## src/rtl/tm_arb_pkg.sv

```systemverilog
// Shared definitions for the transactional conflict arbiter.
package tm_arb_pkg;
    // Base resolution policy encodings (value 3 behaves as requester-stalls).
    typedef enum logic [1:0] {
        POL_REQ_WINS    = 2'd0,
        POL_REQ_STALLS  = 2'd1,
        POL_COMMIT_WINS = 2'd2,
        POL_SPARE       = 2'd3
    } pol_e;
endpackage

```

## src/rtl/tm_age_cmp.sv

```systemverilog
// Wraparound-safe age comparison of two transactions.
// Assumes live timestamps are within half the counter range of each other.
// a_wins is 1 when transaction a started first, or on equal stamps when
// a carries the lower ID.
module tm_age_cmp #(
    parameter int TS_W = 8,
    parameter int IDW  = 2
) (
    input  logic [TS_W-1:0] a_ts,
    input  logic [TS_W-1:0] b_ts,
    input  logic [IDW-1:0]  a_id,
    input  logic [IDW-1:0]  b_id,
    output logic            a_wins
);
    logic [TS_W-1:0] diff;

    // Signed wrapped difference decides age; ties fall to the lower ID.
    always_comb begin
        diff = a_ts - b_ts;
        if (diff == '0) a_wins = (a_id < b_id);
        else            a_wins = diff[TS_W-1];
    end
endmodule

```

## src/rtl/tm_stall_track.sv

```systemverilog
// Per-transaction stall bookkeeping: whether the transaction is waiting,
// on whom it waits, and how many cycles it has waited (saturating).
// Assumes clear and set are not given to the same transaction together;
// clear takes priority if they are.
module tm_stall_track #(
    parameter int NTX   = 4,
    parameter int IDW   = 2,
    parameter int CNT_W = 8
) (
    input  logic                 clk,
    input  logic                 rst_n,
    input  logic [NTX-1:0]       set_mask,
    input  logic [IDW-1:0]       set_tgt,
    input  logic [NTX-1:0]       clr_mask,
    output logic [NTX-1:0]       waiting,
    output logic [NTX*IDW-1:0]   tgt_flat,
    output logic [NTX*CNT_W-1:0] cnt_flat
);
    localparam logic [CNT_W-1:0] CNT_MAX = '1;

    for (genvar i = 0; i < NTX; i++) begin : g_tx
        logic [IDW-1:0]   tgt_q;
        logic [CNT_W-1:0] cnt_q;
        logic             wait_q;

        // Track wait state, target and elapsed wait cycles of one transaction.
        always_ff @(posedge clk) begin
            if (!rst_n) begin
                wait_q <= 1'b0;
                tgt_q  <= '0;
                cnt_q  <= '0;
            end else if (clr_mask[i]) begin
                wait_q <= 1'b0;
                cnt_q  <= '0;
            end else begin
                if (set_mask[i]) begin
                    wait_q <= 1'b1;
                    tgt_q  <= set_tgt;
                end
                if (!wait_q)                   cnt_q <= '0;
                else if (cnt_q != CNT_MAX)     cnt_q <= cnt_q + 1'b1;
            end
        end

        assign waiting[i]                   = wait_q;
        assign tgt_flat[i*IDW +: IDW]       = tgt_q;
        assign cnt_flat[i*CNT_W +: CNT_W]   = cnt_q;
    end
endmodule

```

## src/rtl/tm_backoff.sv

```systemverilog
// Per-transaction exponential back-off generator.
// Each abort reports a window of 2^(MIN_SH + k), where k counts earlier aborts
// since the last commit (capped), plus a pseudo-random delay inside it.
// Assumes at most one abort per cycle; a commit outranks an abort of the
// same transaction in the same cycle.
module tm_backoff #(
    parameter int NTX     = 4,
    parameter int IDW     = 2,
    parameter int MIN_SH  = 2,
    parameter int MAX_CNT = 4,
    parameter int SHW     = 3,
    parameter int DLY_W   = 6
) (
    input  logic             clk,
    input  logic             rst_n,
    input  logic             ab_valid,
    input  logic [IDW-1:0]   ab_id,
    input  logic             cm_valid,
    input  logic [IDW-1:0]   cm_id,
    output logic             bo_valid,
    output logic [IDW-1:0]   bo_id,
    output logic [SHW-1:0]   bo_shift,
    output logic [DLY_W-1:0] bo_delay
);
    localparam int CW = $clog2(MAX_CNT + 1);

    logic [CW-1:0]    cnt [NTX];
    logic [15:0]      lfsr;
    logic [SHW-1:0]   shift_n;
    logic [DLY_W-1:0] mask_n;

    for (genvar i = 0; i < NTX; i++) begin : g_cnt
        // Grow the doubling count on abort, clear it on commit.
        always_ff @(posedge clk) begin
            if (!rst_n)
                cnt[i] <= '0;
            else if (cm_valid && cm_id == IDW'(i))
                cnt[i] <= '0;
            else if (ab_valid && ab_id == IDW'(i) && cnt[i] != CW'(MAX_CNT))
                cnt[i] <= cnt[i] + 1'b1;
        end
    end

    // Free-running Galois LFSR as the pseudo-random source.
    always_ff @(posedge clk) begin
        if (!rst_n) lfsr <= 16'hACE1;
        else        lfsr <= {1'b0, lfsr[15:1]} ^ (lfsr[0] ? 16'hB400 : 16'h0000);
    end

    // Window exponent and mask for the transaction being aborted now.
    always_comb begin
        shift_n = SHW'(MIN_SH) + SHW'(cnt[ab_id]);
        mask_n  = (DLY_W'(1) << shift_n) - DLY_W'(1);
    end

    // Register the back-off report alongside the decision.
    always_ff @(posedge clk) begin
        if (!rst_n) begin
            bo_valid <= 1'b0;
            bo_id    <= '0;
            bo_shift <= '0;
            bo_delay <= '0;
        end else begin
            bo_valid <= ab_valid;
            bo_id    <= ab_valid ? ab_id : '0;
            bo_shift <= ab_valid ? shift_n : '0;
            bo_delay <= ab_valid ? (lfsr[DLY_W-1:0] & mask_n) : '0;
        end
    end
endmodule

```

## src/rtl/tm_conflict_arbiter.sv

```systemverilog
// Conflict resolution arbiter for hardware transactions.
// Takes one requester/holder conflict report per cycle and registers
// abort/stall/proceed masks plus a back-off report one cycle later.
// Assumes req_id differs from hold_id on a valid report.
module tm_conflict_arbiter
    import tm_arb_pkg::*;
#(
    parameter int NTX     = 4,
    parameter int TS_W    = 8,
    parameter int LIM_W   = 8,
    parameter int MIN_SH  = 2,
    parameter int MAX_CNT = 4,
    localparam int IDW    = $clog2(NTX),
    localparam int DLY_W  = MIN_SH + MAX_CNT,
    localparam int SHW    = $clog2(DLY_W + 1)
) (
    input  logic             clk,
    input  logic             rst_n,
    input  logic [1:0]       cfg_policy,
    input  logic             cfg_age_prio,
    input  logic             cfg_starve_en,
    input  logic [LIM_W-1:0] cfg_starve_limit,
    input  logic             conflict_valid,
    input  logic [IDW-1:0]   req_id,
    input  logic [IDW-1:0]   hold_id,
    input  logic [TS_W-1:0]  req_ts,
    input  logic [TS_W-1:0]  hold_ts,
    input  logic             req_write,
    input  logic             hold_write,
    input  logic             req_commit,
    input  logic             commit_valid,
    input  logic [IDW-1:0]   commit_id,
    output logic             dec_valid,
    output logic [NTX-1:0]   abort_mask,
    output logic [NTX-1:0]   stall_mask,
    output logic [NTX-1:0]   proceed_mask,
    output logic             bo_valid,
    output logic [IDW-1:0]   bo_id,
    output logic [SHW-1:0]   bo_shift,
    output logic [DLY_W-1:0] bo_delay
);
    pol_e                 pol;
    logic                 req_older;
    logic [NTX-1:0]       req_oh, hold_oh, cm_oh;
    logic [NTX-1:0]       abort_n, stall_n, proceed_n, clr_n;
    logic                 req_go;
    logic [NTX-1:0]       waiting;
    logic [NTX*IDW-1:0]   tgt_flat;
    logic [NTX*LIM_W-1:0] cnt_flat;
    logic                 deadlock, starved;
    logic [IDW-1:0]       ab_id_n;

    assign pol     = pol_e'(cfg_policy);
    assign req_oh  = NTX'(1) << req_id;
    assign hold_oh = NTX'(1) << hold_id;
    assign cm_oh   = commit_valid ? (NTX'(1) << commit_id) : '0;

    tm_age_cmp #(.TS_W(TS_W), .IDW(IDW)) u_age (
        .a_ts(req_ts), .b_ts(hold_ts), .a_id(req_id), .b_id(hold_id),
        .a_wins(req_older)
    );

    // Detect a wait cycle and a starving writer from the stall history.
    always_comb begin
        deadlock = waiting[hold_id] && (tgt_flat[hold_id*IDW +: IDW] == req_id);
        starved  = cfg_starve_en && req_write && !hold_write && waiting[req_id]
                   && (cnt_flat[req_id*LIM_W +: LIM_W] > cfg_starve_limit);
    end

    // Resolve the current conflict under the selected policy.
    always_comb begin
        abort_n   = '0;
        stall_n   = '0;
        proceed_n = '0;
        req_go    = 1'b0;
        ab_id_n   = hold_id;
        if (conflict_valid) begin
            case (pol)
                POL_REQ_WINS: begin
                    if (cfg_age_prio && !req_older) begin
                        stall_n   = req_oh;
                        proceed_n = hold_oh;
                    end else begin
                        abort_n   = hold_oh;
                        proceed_n = req_oh;
                        req_go    = 1'b1;
                    end
                end
                POL_COMMIT_WINS: begin
                    req_go = 1'b1;
                    if (req_commit) begin
                        abort_n   = hold_oh;
                        proceed_n = req_oh;
                    end else begin
                        proceed_n = req_oh | hold_oh;
                    end
                end
                default: begin
                    if (deadlock) begin
                        abort_n   = req_oh;
                        proceed_n = hold_oh;
                        ab_id_n   = req_id;
                    end else if (starved) begin
                        abort_n   = hold_oh;
                        proceed_n = req_oh;
                        req_go    = 1'b1;
                    end else begin
                        stall_n   = req_oh;
                        proceed_n = hold_oh;
                    end
                end
            endcase
        end
        clr_n = abort_n | (req_go ? req_oh : '0) | cm_oh;
    end

    tm_stall_track #(.NTX(NTX), .IDW(IDW), .CNT_W(LIM_W)) u_stall (
        .clk(clk), .rst_n(rst_n),
        .set_mask(stall_n), .set_tgt(hold_id), .clr_mask(clr_n),
        .waiting(waiting), .tgt_flat(tgt_flat), .cnt_flat(cnt_flat)
    );

    tm_backoff #(.NTX(NTX), .IDW(IDW), .MIN_SH(MIN_SH), .MAX_CNT(MAX_CNT),
                 .SHW(SHW), .DLY_W(DLY_W)) u_bo (
        .clk(clk), .rst_n(rst_n),
        .ab_valid(abort_n != '0), .ab_id(ab_id_n),
        .cm_valid(commit_valid), .cm_id(commit_id),
        .bo_valid(bo_valid), .bo_id(bo_id), .bo_shift(bo_shift), .bo_delay(bo_delay)
    );

    // Register the decision masks one cycle after the report.
    always_ff @(posedge clk) begin
        if (!rst_n) begin
            dec_valid    <= 1'b0;
            abort_mask   <= '0;
            stall_mask   <= '0;
            proceed_mask <= '0;
        end else begin
            dec_valid    <= conflict_valid;
            abort_mask   <= abort_n;
            stall_mask   <= stall_n;
            proceed_mask <= proceed_n;
        end
    end
endmodule

```

## config.mk

```make
export PLATFORM = sky130hd
export DESIGN_NAME = tm_conflict_arbiter
export DESIGN_NICKNAME = d
export VERILOG_FILES = /design/src/rtl/tm_arb_pkg.sv /design/src/rtl/tm_age_cmp.sv /design/src/rtl/tm_stall_track.sv /design/src/rtl/tm_backoff.sv /design/src/rtl/tm_conflict_arbiter.sv
export SDC_FILE = /design/constraint.sdc
export NUM_CORES = 1
export LEC_CHECK = 0
export CORE_MARGIN = 1.5
export CORE_UTILIZATION = 31
export DETAILED_ROUTE_END_ITERATION = 7
export PLACE_DENSITY = 0.52
export SYNTH_ARGS = -nofsm -noshare
export SYNTH_HDL_FRONTEND = slang
export SYNTH_HIERARCHICAL = 1
export SYNTH_SLANG_ARGS = --single-unit
```

## constraint.sdc

```tcl
create_clock -name clk -period 4 [get_ports clk]
set_input_delay 0.4 -clock clk [delete_from_list [all_inputs] [get_ports clk]]
set_output_delay 0.4 -clock clk [all_outputs]
set_load 0.02 [all_outputs]
```

==> results_dict.tcl <==
set metrics [dict create \
    synth_edf_count 12 \
    grt_pass1_vias 4376 \
    setup_viol 0 \
    wl_per_cell_microns 14.5 \
    coreArea_sq_mm 0.0168 \
    hpwl_microns 9790 \
    gp_congestion 0.858 \
    grt_first_pass_wirelength_microns 21500 \
    antennaDiodeCount 0 \
    status "finished, final reports clean" \
    die-area_sq_mm 0.0182 \
    r2r_cells 12 \
    htree_levels 3 \
    dp_cells 876 \
    fmax_mhz 258 \
    fin_util_pct 41.1 \
    netSwitchingFraction_pct 23.8 \
    cp_data_arrival_time_ns 4.15 \
    yosys_warnings 6 \
    min_path_type "reg2reg" \
    worstSetupStartpointType "input pin" \
    cpLargestDelayFamily "multiplexers" \
    final_area_sq_mm 0.00690 \
    internal_power_uw 1810 \
    slew_headroom_pct 62.4 \
    antenna_found_initial 0 \
    crit_path_max_incr_delay_ns 0.61 \
    required_ns 4.28 \
    timing.rr.end "u_stall/g_tx[3].cnt_q[3]" \
    finalHoldViolations 0 \
    rrSetupSlack_ns 0.48 \
    grt_util_all_layers_pct 14.8 \
    yosysUniqueCellTypes 77 \
    io_pins 66 \
    instances_no_fill 892 \
    yosysSeqAreaShare_pct 38.3 \
    die_h_microns 135 \
    numCtsBuffers 9 \
    fin_nets 737 \
    cts_post_setup_buffers_inserted 0 \
    clk_pin_slew_ns 0.07 \
    critPathLaunch "hold_id[0]" \
    drtPass1Iterations 5 \
    crit_buf_inv 1 \
    first_iter_violations 231 \
    worst_pin_slew_ns 0.562 \
    insertion_delay_ns 0.36 \
    final.fill_count 1680 \
    clk_root_buffer_cell "clkbuf_16" \
    place_ws_ns -0.235 \
    overflow 0 \
    cpMostUsedCell "mux4_2" \
    p_per_area_mw_per_mm2 345 \
    crit_cells 12 \
    crit_type "in2reg" \
    via_count 4597 \
    clock-sinks 97 \
    post_dp_cell_area_sq_mm 0.00654 \
    clk_path_buf_depth 2 \
    synth-main-ff-cell "dfxtp_1" \
    hold_ws_ns 0.409 \
    slowest_stage "mux4_2" \
    regArea_sq_mm 0.00206 \
    crit_end "u_bo/bo_delay[4]" \
    worstPathCellList "clkdlybuf4s50_1 > mux4_2 > xnor2_4 > nand3_4 > or2_2 > mux2_2 > mux4_2 > nand3b_1 > ha_1 > nand4b_1 > or4b_1 > o21ai_0" \
    initial_utilization_pct 32.1 \
    viasPerCell 5.15 \
    pwr-share-comb_pct 14.5 \
    rsz0062_at_grt "false" \
    fp.dieW_microns 135 \
    slew_violations 0 \
    wirelength_microns 12900 \
    fin_crit_ns 3.87 \
    drv_cap 0 \
    multi_input_area_sq_mm 0.00305 \
    grt_max_degree 25 \
    avgSynthCellArea_sq_um 9.52 \
    area_growth_pct 28.1 \
    synth_area_sq_mm 0.00538 \
    synth_seq_cells 97 \
    pwr-share-seq_pct 43.7 \
    netlist_instances 565 \
    finalClockSkew_ns 0.0122 \
    peakVddDrop_v 0.000244 \
    ant_nets 0 \
    cts_tree "done" \
    portBuffers 65 \
    r2r_start "u_stall/g_tx[2].cnt_q[2]" \
    endpoint_kind "flip-flop" \
    clkPwrFrac_pct 41.8 \
    leakage_uw 0.00275 \
    drc 0 \
    critPathMaxFanout 4 \
    syn_nets 635 \
    period_share_pct 96.8 \
    fin_ws_ns 0.129 \
    placementRows 47 \
    drive_gt1_share_pct 16.4 \
    async_flop_share_pct 0 \
    p_sw_uw 565 \
]
kinds of logic after synthesis:
kind of cell	synth area share [%]
AOI/OAI and AO/OA	14.3
DFF	38.3
xor gates and xnor gates	2.60
buffers and inverters	5.37
muxes	8.23
and+or+nand+nor	24.5
adders and majority gates	6.74
state kept, by name, summed over array words and instances, names as in the netlist:
register,count
stall_mask,4
u_stall/g_tx.cnt_q,32
abort_mask,4
dec_valid,1
u_bo/bo_shift,3
u_stall/g_tx.tgt_q,8
u_bo/cnt,12
u_bo/lfsr,16
u_bo/bo_valid,1
proceed_mask,4
u_bo/bo_id,2
u_stall/g_tx.wait_q,4
u_bo/bo_delay,6
cell usage after synthesis (10+ instances only):
| cell | instances | area, sq um |
|---|---|---|
| nor2_1 | 33 | 124 |
| nand4_1 | 11 | 68.8 |
| a21oi_1 | 18 | 90.1 |
| nand2_1 | 44 | 165 |
| mux4_2 | 14 | 315 |
| nand2b_1 | 15 | 93.8 |
| a31oi_1 | 18 | 113 |
| ha_1 | 29 | 363 |
| nor3_1 | 18 | 90.1 |
| nor2b_1 | 10 | 62.6 |
| nand3_1 | 20 | 100 |
| dfxtp_1 | 85 | 1700 |
| o21ai_0 | 21 | 105 |
| inv_1 | 39 | 146 |
| edfxtp_1 | 12 | 360 |
| and3_1 | 12 | 75.1 |
| a211oi_1 | 10 | 75.1 |
| and2_1 | 11 | 68.8 |
area by class of cell:
type,count,share of cell area [%]
multi-input cells,406,44.2
flip-flops and latches,97,29.9
repair buffers,114,14.8
well taps,220,3.99
clock buffers,9,3.27
inverters,39,2.12
clock inverters,7,1.69
routing by layer:
metal / GRT usage [%] / part of all wire, % / up-vias
li1: - / - / 2291
met1: 20.0 / 48 / 2168
met2: 23.2 / 46 / 121
met3: 2.52 / 4.3 / 17
met4: 6.21 / 2.1 / 0
met5: 0 / 0 / -
timing repair:
item	CTS	global route
hold buffers	0	0
setup endpoints to repair	0	51
resized for setup	0	7
metrics by stage:
stage / power, uW / TNS (ns)
6_report: 2380 / 0
5_1_grt: 2490 / 0
4_1_cts: 2400 / 0
3_5_place_dp: 1400 / -10.69
3_3_place_gp: 1400 / -8.39
2_1_floorplan: 1250 / 0
cells in the final DEF, fill, tap and decap left out, drive strengths merged, types with 3 or more instances in the layout:
master,netlist,routed
bufinv,0,3
ha,29,29
nand2,45,45
a21o,6,6
and3,15,15
xnor2,11,11
or2,3,3
a21boi,6,6
mux4,15,15
buf,15,49
inv,39,40
nand4,11,11
clkdlybuf4s50,0,65
mux2i,9,9
nand3b,8,8
a211oi,11,11
o21ai,22,22
nor3,18,18
nor4b,3,3
edfxtp,12,12
a41oi,5,5
dfxtp,85,85
nor2b,11,11
clkbuf,8,9
nor3b,9,9
o211ai,4,4
and2,13,13
nand2b,15,15
o32ai,4,4
a31oi,18,18
o31ai,4,4
and3b,5,5
a21oi,18,18
clkinv,0,3
nor2,33,33
o2111ai,3,3
and4,7,7
nand3,21,21
worst min path at each step:
stage,startpoint,to,slack [ns],cells after the start
detailed placement,u_bo/lfsr[6],u_bo/lfsr[5],0.40,1
global route,u_bo/lfsr[6],u_bo/lfsr[5],0.43,1
global placement,u_bo/lfsr[7],u_bo/lfsr[6],0.39,1
floorplan,u_bo/lfsr[12],u_bo/lfsr[11],0.39,1
finish,u_bo/lfsr[6],u_bo/lfsr[5],0.41,1
CTS,u_bo/lfsr[8],u_bo/lfsr[7],0.41,1
power groups by stage:
stage                     Sequential, uW  Clock, uW  Combinational, uW
after detailed placement            1060          0                341
after global routing                1040       1070                376
final                               1040        994                345
after floorplan                     1070          0                186
after global placement              1060          0                336
after CTS                           1040       1020                343
Power figures use the tool's default switching activity.
